--- src/rtl/dsc_pkg.sv ---
package dsc_pkg;
   localparam int SCAN_LEN = 38;
   localparam int DATA_W   = 32;
   localparam int ADDR_W   = 5;
   localparam int WP_REGS  = 6;
   localparam int WP_SLOT  = WP_REGS * DATA_W;
   localparam int CTRL_W   = 6;
   localparam int STAT_W   = 5;
   localparam int MON_BIT  = 4;

   localparam logic [ADDR_W-1:0] A_DCTRL = 5'h00;
   localparam logic [ADDR_W-1:0] A_DSTAT = 5'h01;
   localparam logic [ADDR_W-1:0] A_VCAT  = 5'h02;
   localparam logic [ADDR_W-1:0] A_CCTRL = 5'h04;
   localparam logic [ADDR_W-1:0] A_CDATA = 5'h05;
   localparam int WP_BASE   = 8;
   localparam int WP_STRIDE = 8;

   typedef struct packed {
      logic              wr;
      logic [ADDR_W-1:0] addr;
      logic [DATA_W-1:0] data;
   } scan_word_t;

   function automatic logic [DATA_W-1:0] width_mask(input int w);
      if (w >= DATA_W) return '1;
      return (DATA_W'(1) << w) - DATA_W'(1);
   endfunction
endpackage

--- src/rtl/dsc_shifter.sv ---
module dsc_shifter #(
   parameter int LEN = 38
) (
   input  logic           clk,
   input  logic           rst_n,
   input  logic           capture_i,
   input  logic [LEN-1:0] load_i,
   input  logic           shift_i,
   input  logic           tdi_i,
   output logic [LEN-1:0] sr_o,
   output logic           tdo_o
);
   if (LEN < 2) begin : g_bad_len
      $error("dsc_shifter: LEN must be at least 2");
   end

   always_ff @(posedge clk or negedge rst_n) begin
      if (!rst_n)         sr_o <= '0;
      else if (capture_i) sr_o <= load_i;
      else if (shift_i)   sr_o <= {tdi_i, sr_o[LEN-1:1]};
   end

   assign tdo_o = sr_o[0];

   AST_SHIFT_ENTRY: assert property (@(posedge clk) disable iff (!rst_n)
      (shift_i && !capture_i) |=> (sr_o[LEN-1] == $past(tdi_i)));
endmodule

--- src/rtl/dsc_regbank.sv ---
module dsc_regbank
   import dsc_pkg::*;
#(
   parameter int VCATCH_W  = 8,
   parameter int NUM_WP    = 2,
   parameter int WP_CTRL_W = 9
) (
   input  logic                      clk,
   input  logic                      rst_n,
   input  logic                      wr_en_i,
   input  logic [ADDR_W-1:0]         wr_addr_i,
   input  logic [DATA_W-1:0]         wr_data_i,
   output logic [CTRL_W-1:0]         ctrl_o,
   output logic [VCATCH_W-1:0]       vcatch_o,
   output logic [NUM_WP*WP_SLOT-1:0] wp_o
);
   if (VCATCH_W < 1 || VCATCH_W > DATA_W) begin : g_bad_vc
      $error("dsc_regbank: VCATCH_W out of range");
   end
   if (WP_CTRL_W < 1 || WP_CTRL_W > DATA_W) begin : g_bad_wpc
      $error("dsc_regbank: WP_CTRL_W out of range");
   end
   if (NUM_WP < 0 || NUM_WP > 3) begin : g_bad_wp
      $error("dsc_regbank: NUM_WP must fit the 5-bit address map");
   end

   always_ff @(posedge clk or negedge rst_n) begin
      if (!rst_n) begin
         ctrl_o   <= '0;
         vcatch_o <= '0;
      end else if (wr_en_i) begin
         if (wr_addr_i == A_DCTRL) ctrl_o   <= wr_data_i[CTRL_W-1:0];
         if (wr_addr_i == A_VCAT)  vcatch_o <= wr_data_i[VCATCH_W-1:0];
      end
   end

   for (genvar u = 0; u < NUM_WP; u++) begin : g_unit
      for (genvar r = 0; r < WP_REGS; r++) begin : g_reg
         localparam int              RW   = (r >= 4) ? WP_CTRL_W : DATA_W;
         localparam logic [DATA_W-1:0] MASK = width_mask(RW);
         localparam logic [ADDR_W-1:0] ADDR = ADDR_W'(WP_BASE + WP_STRIDE*u + r);
         logic [DATA_W-1:0] q;
         always_ff @(posedge clk or negedge rst_n) begin
            if (!rst_n)                            q <= '0;
            else if (wr_en_i && wr_addr_i == ADDR) q <= wr_data_i & MASK;
         end
         assign wp_o[(u*WP_REGS + r)*DATA_W +: DATA_W] = q;
      end
   end

   AST_CTRL_HOLD: assert property (@(posedge clk) disable iff (!rst_n)
      !wr_en_i |=> $stable(ctrl_o));
endmodule

--- src/rtl/dsc_readmux.sv ---
module dsc_readmux
   import dsc_pkg::*;
#(
   parameter int          VCATCH_W = 8,
   parameter int          NUM_WP   = 2,
   parameter logic [3:0]  VERSION  = 4'h6
) (
   input  logic [ADDR_W-1:0]         sel_i,
   input  logic [CTRL_W-1:0]         ctrl_i,
   input  logic [STAT_W-1:0]         status_i,
   input  logic [VCATCH_W-1:0]       vcatch_i,
   input  logic                      rd_flag_i,
   input  logic                      wr_flag_i,
   input  logic [DATA_W-1:0]         cdata_i,
   input  logic [NUM_WP*WP_SLOT-1:0] wp_i,
   output logic [DATA_W-1:0]         rdata_o
);
   always_comb begin
      rdata_o = '0;
      case (sel_i)
         A_DCTRL: rdata_o = DATA_W'(ctrl_i);
         A_DSTAT: rdata_o = DATA_W'(status_i);
         A_VCAT:  rdata_o = DATA_W'(vcatch_i);
         A_CCTRL: rdata_o = {VERSION, 26'd0, wr_flag_i, rd_flag_i};
         A_CDATA: rdata_o = cdata_i;
         default: begin
            for (int u = 0; u < NUM_WP; u++) begin
               for (int r = 0; r < WP_REGS; r++) begin
                  if (sel_i == ADDR_W'(WP_BASE + WP_STRIDE*u + r))
                     rdata_o = wp_i[(u*WP_REGS + r)*DATA_W +: DATA_W];
               end
            end
         end
      endcase
   end
endmodule

--- src/rtl/dbg_scan_regs.sv ---
module dbg_scan_regs
   import dsc_pkg::*;
#(
   parameter int         VCATCH_W  = 8,
   parameter int         NUM_WP    = 2,
   parameter int         WP_CTRL_W = 9,
   parameter logic [3:0] VERSION   = 4'h6
) (
   input  logic                      clk,
   input  logic                      rst_n,
   input  logic                      capture_dr_i,
   input  logic                      shift_dr_i,
   input  logic                      update_dr_i,
   input  logic                      tdi_i,
   output logic                      tdo_o,
   input  logic [4:0]                dbg_status_i,
   input  logic                      comms_rd_flag_i,
   input  logic                      comms_wr_flag_i,
   input  logic [31:0]               comms_rdata_i,
   output logic                      comms_consume_o,
   output logic                      comms_wr_o,
   output logic [31:0]               comms_wdata_o,
   output logic [5:0]                dbg_ctrl_o,
   output logic                      monitor_en_o,
   output logic [VCATCH_W-1:0]       vcatch_o,
   output logic [NUM_WP*192-1:0]     wp_regs_o
);
   localparam int HDR_W = SCAN_LEN - DATA_W;

   logic [SCAN_LEN-1:0] sr_q;
   scan_word_t          word;
   logic [ADDR_W-1:0]   rd_sel_q;
   logic [DATA_W-1:0]   cdata_q;
   logic [DATA_W-1:0]   rdata;
   logic                wr_upd, rd_upd;

   assign word   = scan_word_t'(sr_q);
   assign wr_upd = update_dr_i &&  word.wr;
   assign rd_upd = update_dr_i && !word.wr;

   dsc_shifter #(.LEN(SCAN_LEN)) u_shift (
      .clk       (clk),
      .rst_n     (rst_n),
      .capture_i (capture_dr_i),
      .load_i    ({{HDR_W{1'b0}}, rdata}),
      .shift_i   (shift_dr_i),
      .tdi_i     (tdi_i),
      .sr_o      (sr_q),
      .tdo_o     (tdo_o)
   );

   dsc_regbank #(.VCATCH_W(VCATCH_W), .NUM_WP(NUM_WP), .WP_CTRL_W(WP_CTRL_W)) u_bank (
      .clk       (clk),
      .rst_n     (rst_n),
      .wr_en_i   (wr_upd),
      .wr_addr_i (word.addr),
      .wr_data_i (word.data),
      .ctrl_o    (dbg_ctrl_o),
      .vcatch_o  (vcatch_o),
      .wp_o      (wp_regs_o)
   );

   dsc_readmux #(.VCATCH_W(VCATCH_W), .NUM_WP(NUM_WP), .VERSION(VERSION)) u_rmux (
      .sel_i     (rd_sel_q),
      .ctrl_i    (dbg_ctrl_o),
      .status_i  (dbg_status_i),
      .vcatch_i  (vcatch_o),
      .rd_flag_i (comms_rd_flag_i),
      .wr_flag_i (comms_wr_flag_i),
      .cdata_i   (cdata_q),
      .wp_i      (wp_regs_o),
      .rdata_o   (rdata)
   );

   // Read selection and comms data path
   always_ff @(posedge clk or negedge rst_n) begin
      if (!rst_n) begin
         rd_sel_q        <= A_CCTRL;
         cdata_q         <= '0;
         comms_consume_o <= 1'b0;
         comms_wr_o      <= 1'b0;
         comms_wdata_o   <= '0;
      end else begin
         comms_consume_o <= rd_upd && (word.addr == A_CDATA);
         comms_wr_o      <= wr_upd && (word.addr == A_CDATA);
         if (rd_upd) begin
            rd_sel_q <= word.addr;
            if (word.addr == A_CDATA) cdata_q <= comms_rdata_i;
         end
         if (wr_upd && word.addr == A_CDATA) comms_wdata_o <= word.data;
      end
   end

   assign monitor_en_o = dbg_ctrl_o[MON_BIT];

   AST_CONSUME_AFTER_UPDATE: assert property (@(posedge clk) disable iff (!rst_n)
      comms_consume_o |-> $past(update_dr_i));
   AST_STROBES_EXCLUSIVE: assert property (@(posedge clk) disable iff (!rst_n)
      !(comms_consume_o && comms_wr_o));
   AST_WRITE_AFTER_UPDATE: assert property (@(posedge clk) disable iff (!rst_n)
      comms_wr_o |-> $past(update_dr_i));
   AST_VERSION_CAPTURED: assert property (@(posedge clk) disable iff (!rst_n)
      (capture_dr_i && rd_sel_q == A_CCTRL) |=> (sr_q[31:28] == VERSION));
endmodule

--- config.mk ---
export PLATFORM = sky130hd
export DESIGN_NAME = dbg_scan_regs
export DESIGN_NICKNAME = d
export VERILOG_FILES = /design/src/rtl/dsc_pkg.sv /design/src/rtl/dsc_shifter.sv /design/src/rtl/dsc_regbank.sv /design/src/rtl/dsc_readmux.sv /design/src/rtl/dbg_scan_regs.sv
export SDC_FILE = /design/constraint.sdc
export NUM_CORES = 1
export LEC_CHECK = 0
export ABC_AREA = 1
export CORE_MARGIN = 4
export CORE_UTILIZATION = 45
export CTS_CLUSTER_SIZE = 20
export DETAILED_ROUTE_END_ITERATION = 6
export PLACE_DENSITY_LB_ADDON = 0.2
export SKIP_LAST_GASP = 1
export SLEW_MARGIN = 20
export SYNTH_ARGS = -nofsm -noshare
export SYNTH_HDL_FRONTEND = slang
export SYNTH_SLANG_ARGS = --single-unit
--- constraint.sdc ---
create_clock -name clk -period 1.66 [get_ports clk]
set_input_delay 0.249 -clock clk [delete_from_list [all_inputs] [get_ports clk]]
set_output_delay 0.249 -clock clk [all_outputs]
set_load 0.01 [all_outputs]
# Word level (Yosys, flattened, before mapping)
# Index checks and enable logic that the tools add are counted.
word_totals:
  ff_bits: 415
  latch_bits: 0
  ram_bits: 0
  rom_bits: 0
  inputBits: 45
  output_inout_bits: 434
  memories: 0
op_classes:
  add_sub_neg: 0
  multipliers: 0
  n_div: 0
  order_cmp: 0
  n_eq_ne: 30
  n_shift: 0
  n_mux: 15
  n_bitwise: 0
  reduce_logical: 23
ops:
  columns: ["cell", "n"]
  rows:
  - ["$mux W32", 12]
  - ["$pmux W32 S5", 1]
  - ["$mux W38", 2]
  - ["$eq A5 B4 Y1 const B", 12]
  - ["$eq A5 B5 Y1 const B", 12]
  - ["$logic_and A1 B1 Y1", 16]
  - ["$eq A5 B3 Y1 const B", 3]
  - ["$eq A5 B2 Y1 const B", 2]
  - ["$logic_not A5 Y1", 2]
  - ["$reduce_and A2 Y1", 3]
  - ["$eq A5 B1 Y1 const B", 1]
  - ["$reduce_bool A2 Y1", 1]
  - ["$logic_not A1 Y1", 1]

# Depth between registers and ports, before layout
logic_depth:
  word_depth: 15
  mapped_depth: 15
  depth_no_buf: 13

# Hierarchy
# From an unflattened synthesis, not the netlist that was laid out.
unflattened:
  cells_unflattened: 2853
  hier_area_um2: 21763.4
modules_own_cells:
  columns: ["module", "n_inst", "cells_each", "area_each_um2", "seq_area_each_um2"]
  rows:
  - ["dsc_regbank", 1, 1485, 13042.5, 7657.3]
  - ["dsc_readmux", 1, 841, 3943.8, 0.0]
  - ["dbg_scan_regs", 1, 318, 3041.7, 1778.0]
  - ["dsc_shifter", 1, 209, 1735.4, 950.9]

# Worst setup path after synthesis
# OpenSTA, ideal clock, no wires.
synth_timing:
  path_kind: "reg-to-reg"
  start: "reg rd_sel_q[1]"
  end: "reg u_shift.sr_o[16]"
  setup_time_ns: 0.065
  t_arrival_ns: 1.634
  slack_ns: -0.039
  stages_incl_launch_ff: 12
  path_buffers: 2
  period_less_slack_ns: 1.699
  path_cell_list: "dfrtp_1 nor2_2 inv_2 nor2_8 inv_2 buf_6 buf_4 o2111ai_1 nand2_1 nand2_1 nand2_1 nand2_1"
synth_via:
  elab_chain_cells: 15
  elab_cells_between_ends: 31
  cone_classes: "eq/ne: 16; mux: 14; reduce/logical: 1"
synth_rtl:
  columns: ["element", "line_no", "rtl"]
  rows:
  - ["start, declared", "dbg_scan_regs.sv:32", "logic [ADDR_W-1:0] rd_sel_q;"]
  - ["start signal, assigned", "dbg_scan_regs.sv:87", "rd_sel_q <= word.addr;"]
  - ["$eq A5 B4 Y1", "dsc_readmux.sv:29", "if (sel_i == ADDR_W'(WP_BASE + WP_STRIDE*u + r))"]
  - ["$mux W32 (12 in a row)", "dsc_readmux.sv:29", null]
  - ["$pmux W32 S5 *", "dsc_readmux.sv:20", "case (sel_i)"]
  - ["$mux W38 *", "dsc_shifter.sv:19", "else if (capture_i) sr_o <= load_i;"]
  - ["end signal, assigned", "dsc_shifter.sv:19", null]
  - ["end signal, assigned", "dsc_shifter.sv:20", "else if (shift_i) sr_o <= {tdi_i, sr_o[LEN-1:1]};"]
  - ["end, declared", "dsc_shifter.sv:10", "output logic [LEN-1:0] sr_o,"]
# Mark *: on every way between the ends. The rest lies on a longest branch, timed or not.
# A chain may end at the register's enable or synchronous reset.

# Worst setup path after layout
layout_timing:
  start: "reg rd_sel_q[2]"
  end: "reg u_shift.sr_o[6]"
# The elaborated chain is that of the path after synthesis.

==> metrics.md <==
| Metric | Value |
|---|---|
| CP startpoint kind | flop |
| Register area share after synthesis | 0.549 |
| HP Class | in -> reg |
| Run status | finished with violations |
| Hold Path Sink | u_shift.sr_o[23]$_DFFE_PN0P_ |
| GRT Util Overall | 0.328 |
| H-tree depth | 2 |
| Largest net degree at the start of global routing | 71 |
| Global route overflow | 0 |
| Vias in the first global route | 18400 |
| Final Hold Viols | 0 |
| Initial core utilization | 0.460 |
| Drt wl/cell | 22.4 um |
| Delay-heaviest family, CP | simple AND/OR/NAND/NOR gates |
| Netlist cell types | 31 |
| Final instance area | 27200 um2 |
| Crit-path max FO | 7 |
| Synthesized flop and latch total | 415 |
| Syn avg cell area | just over 8 um2 |
| Placed Area | 24300 um2 |
| PnR worst setup slack | -337 ps |
| Final Critical Period | 2000 ps |
| Count of pins over their slew limit | 0 |
| Ys Warns | 0 |
| DRT Pass-1 Iters | 6 |
| R2r setup slk | -340 ps |
| Layout Nets | 2886 |
| HP Start | capture_dr_i |
| Worst r2r dst | u_shift.sr_o[6]$_DFFE_PN0P_ |
| Synth top area share | 0.547 |
| Kind of critical path | reg -> reg |
| Slew @ Worst Pin | 625 ps |
| CP required | about 2100 ps |
| Setup Skew | 25.9 ps |
| CP Cell Sequence | buf_6 > nor2_4 > nand2_4 > buf_12 > nor2_4 > buf_12 > buf_6 > a21oi_4 > nand3_2 > nand2_1 > nand4_1 > nand2_1 > nand2_1 |
| Slowest CP cell | dfstp_2 |
| Share of cells above drive strength 1 | 0.183 |
| Pleak | around 14 nW |
| R2R cell count | 13 |
| WHS Path Cells | 4 |
| Port Buffer Count | 386 |
| DP Worst Slack | -546 ps |
| Final GP Congestion | 0.961 |
| Core region area | 41200 um2 |
| Crit share post-route | 1.20 |
| Arrival @ worst endpoint | 2470 ps |
| Clk sink count | 415 |
| Buf/Inv on CP | 4 |
| DR vias | 18700 |
| VDD IR max | 0.661 mV |
| Rel. slew slack | 0.583 |
| TritonCTS clock tree | done |
| Clk Latency, worst-skew pair | 580 ps |
| Antenna Nets Post-Route | 0 |
| Max Cap Viol | 0 |
| Worst r2r src | rd_sel_q[2]$_DFFE_PN1P_ |
| Die H | 213 um |
| Maximum buffer depth of the clock tree | 3 |
| Synthesized area | 18900 um2 |
| Critical path's largest stage delay | about 590 ps |
| Initial antenna violation count | 3 |
| Die width | 213 um |
| Crit end category | flop |
| Post-Route WL | 76.4 mm |
| Area leader, netlist | dfrtp_1 |
| Core Rows | 74 |
| Initial DRC Count | 1739 |
| Die area | 45400 um2 |
| Root Buffer | clkbuf_16 |
| Post-detail-place hpwl | between 50 and 60 mm |
| Failing checks | setup timing |
| Num CTS Buffers | 45 |
| Fmax | 0.501 GHz |
| Synth area leaders | dfrtp_1 (55%), nand2_1 (15%), o21ai_0 (10%), buf_4 (3.8%), nand3_1 (3.5%) |
| First-pass GRT wire length | 113 mm |
| DRC | 0 |
| Syn-to-layout area delta | 43.7% |
| PwrDens | 895 nW/um2 |
| Via density | between 5 and 6 |
| I/O pin total | 479 |
| Synth Instances | about 2300 |
| Worst-path clk slew | roughly 60 ps |
| Critical Path Most Common Cell | nand2_1 |
| RSZ-0062 raised after global routing | true |
| Final setup viols | 32 |
repair_timing:
action	CTS	global route
gates cloned	8	1
hold buffers	1	0
pin swaps	84	87
setup endpoints to repair	377	36
buffers inserted	60	11
gates resized for setup	522	96
endpoints found under the hold margin	157	0
cell usage after synthesis:
master and number:
nand4_1 29, o21ai_1 20, dfrtp_1 414, o21ai_0 378, a221oi_1 4, dfstp_2 1
nor2_4 3, nor2_8 1, nor3b_1 2, inv_1 165, inv_2 7, conb_1 1
buf_2 30, nor3_2 2, o211ai_1 1, buf_6 1, nand2_1 757, a21oi_1 58
nor2_1 42, buf_4 95, buf_1 5, clkbuf_1 95, clkinv_1 3, nor3_4 1
nor2_2 6, nand3_1 131, nand2_4 1, o2111ai_1 24, o22ai_1 9, and3_1 1
nor3_1 10
cell type report:
class	count	area, um2
clock buffer	63	1350
fill	3532	14000
clock inverter	20	215
multi-input combinational	1572	7810
inverter	175	674
timing repair buffer	631	6070
sequential	415	10400
tap	532	666
timing repair inverter	1	7.51
antenna	1	2.50
worst min-delay path, stage by stage:
cell and delay [ps]:
buf_2 130, buf_4 180, nand2_1 70, nand2_1 40
registers in the layout, indices dropped and copies added, names as in the netlist, 5 cells and up:
register           flops
comms_wdata_o         32
u_shift.sr_o          38
u_bank.ctrl_o          6
u_bank.g_unit.g.q    292
rd_sel_q               5
cdata_q               32
u_bank.vcatch_o        8
how the worst max path moves through the flow:
stage,cells past startpoint,startpoint,end
after floorplan,13,rd_sel_q[1]$_DFFE_PN0P_,u_shift.sr_o[31]$_DFFE_PN0P_
after global placement,14,rd_sel_q[2]$_DFFE_PN1P_,u_shift.sr_o[6]$_DFFE_PN0P_
after detailed placement,14,rd_sel_q[2]$_DFFE_PN1P_,u_shift.sr_o[6]$_DFFE_PN0P_
after CTS,14,rd_sel_q[2]$_DFFE_PN1P_,u_shift.sr_o[6]$_DFFE_PN0P_
after global routing,13,rd_sel_q[2]$_DFFE_PN1P_,u_shift.sr_o[6]$_DFFE_PN0P_
final,13,rd_sel_q[2]$_DFFE_PN1P_,u_shift.sr_o[6]$_DFFE_PN0P_
cell families after synthesis:
logic type	share of synthesized area
AO/OA/AOI/OAI	0.137
buffers and inverters	0.101
flip-flops	0.549
other	0.000198
AND/OR/NAND/NOR	0.214
per-stage QoR:
step,hold WS [ps],power (mW),std cells,util,TNS [ps]
2_1_floorplan,-46.6,12.3,2388,-,-8.35
3_3_place_gp,192,13.9,3249,0.589,-32320
3_5_place_dp,196,14.0,3249,0.589,-41440
4_1_cts,114,24.3,3399,0.648,-7110
5_1_grt,130,25.2,3410,0.660,-10790
6_report,132,24.4,3410,0.660,-7570
per-layer routing:
metal	global-route usage	wire length (um)
met1	0.444	30500
met2	0.521	35600
met3	0.0646	6790
met4	0.137	3420
met5	0	23
cell usage in the layout (no fill, tap or decap), drive strengths merged, types with 24 or more instances in the layout:
cell type      count
o21ai            398
nand2            758
nand4             29
a21oi             58
dfrtp            414
buf              245
inv              173
conb              92
dlygate4sd2      340
clkbuf            65
nand3            131
nor2              52
o2111ai           24
clkdlybuf4s50     41
report_power, final:
part	internal [mW]	total, mW	switching, mW
logic	0.988	2.92	1.93
registers	10.5	10.9	0.394
clock network	6.29	10.5	4.26
total	17.8	24.4	6.58
Note: power is estimated with default switching activity, not from simulation.
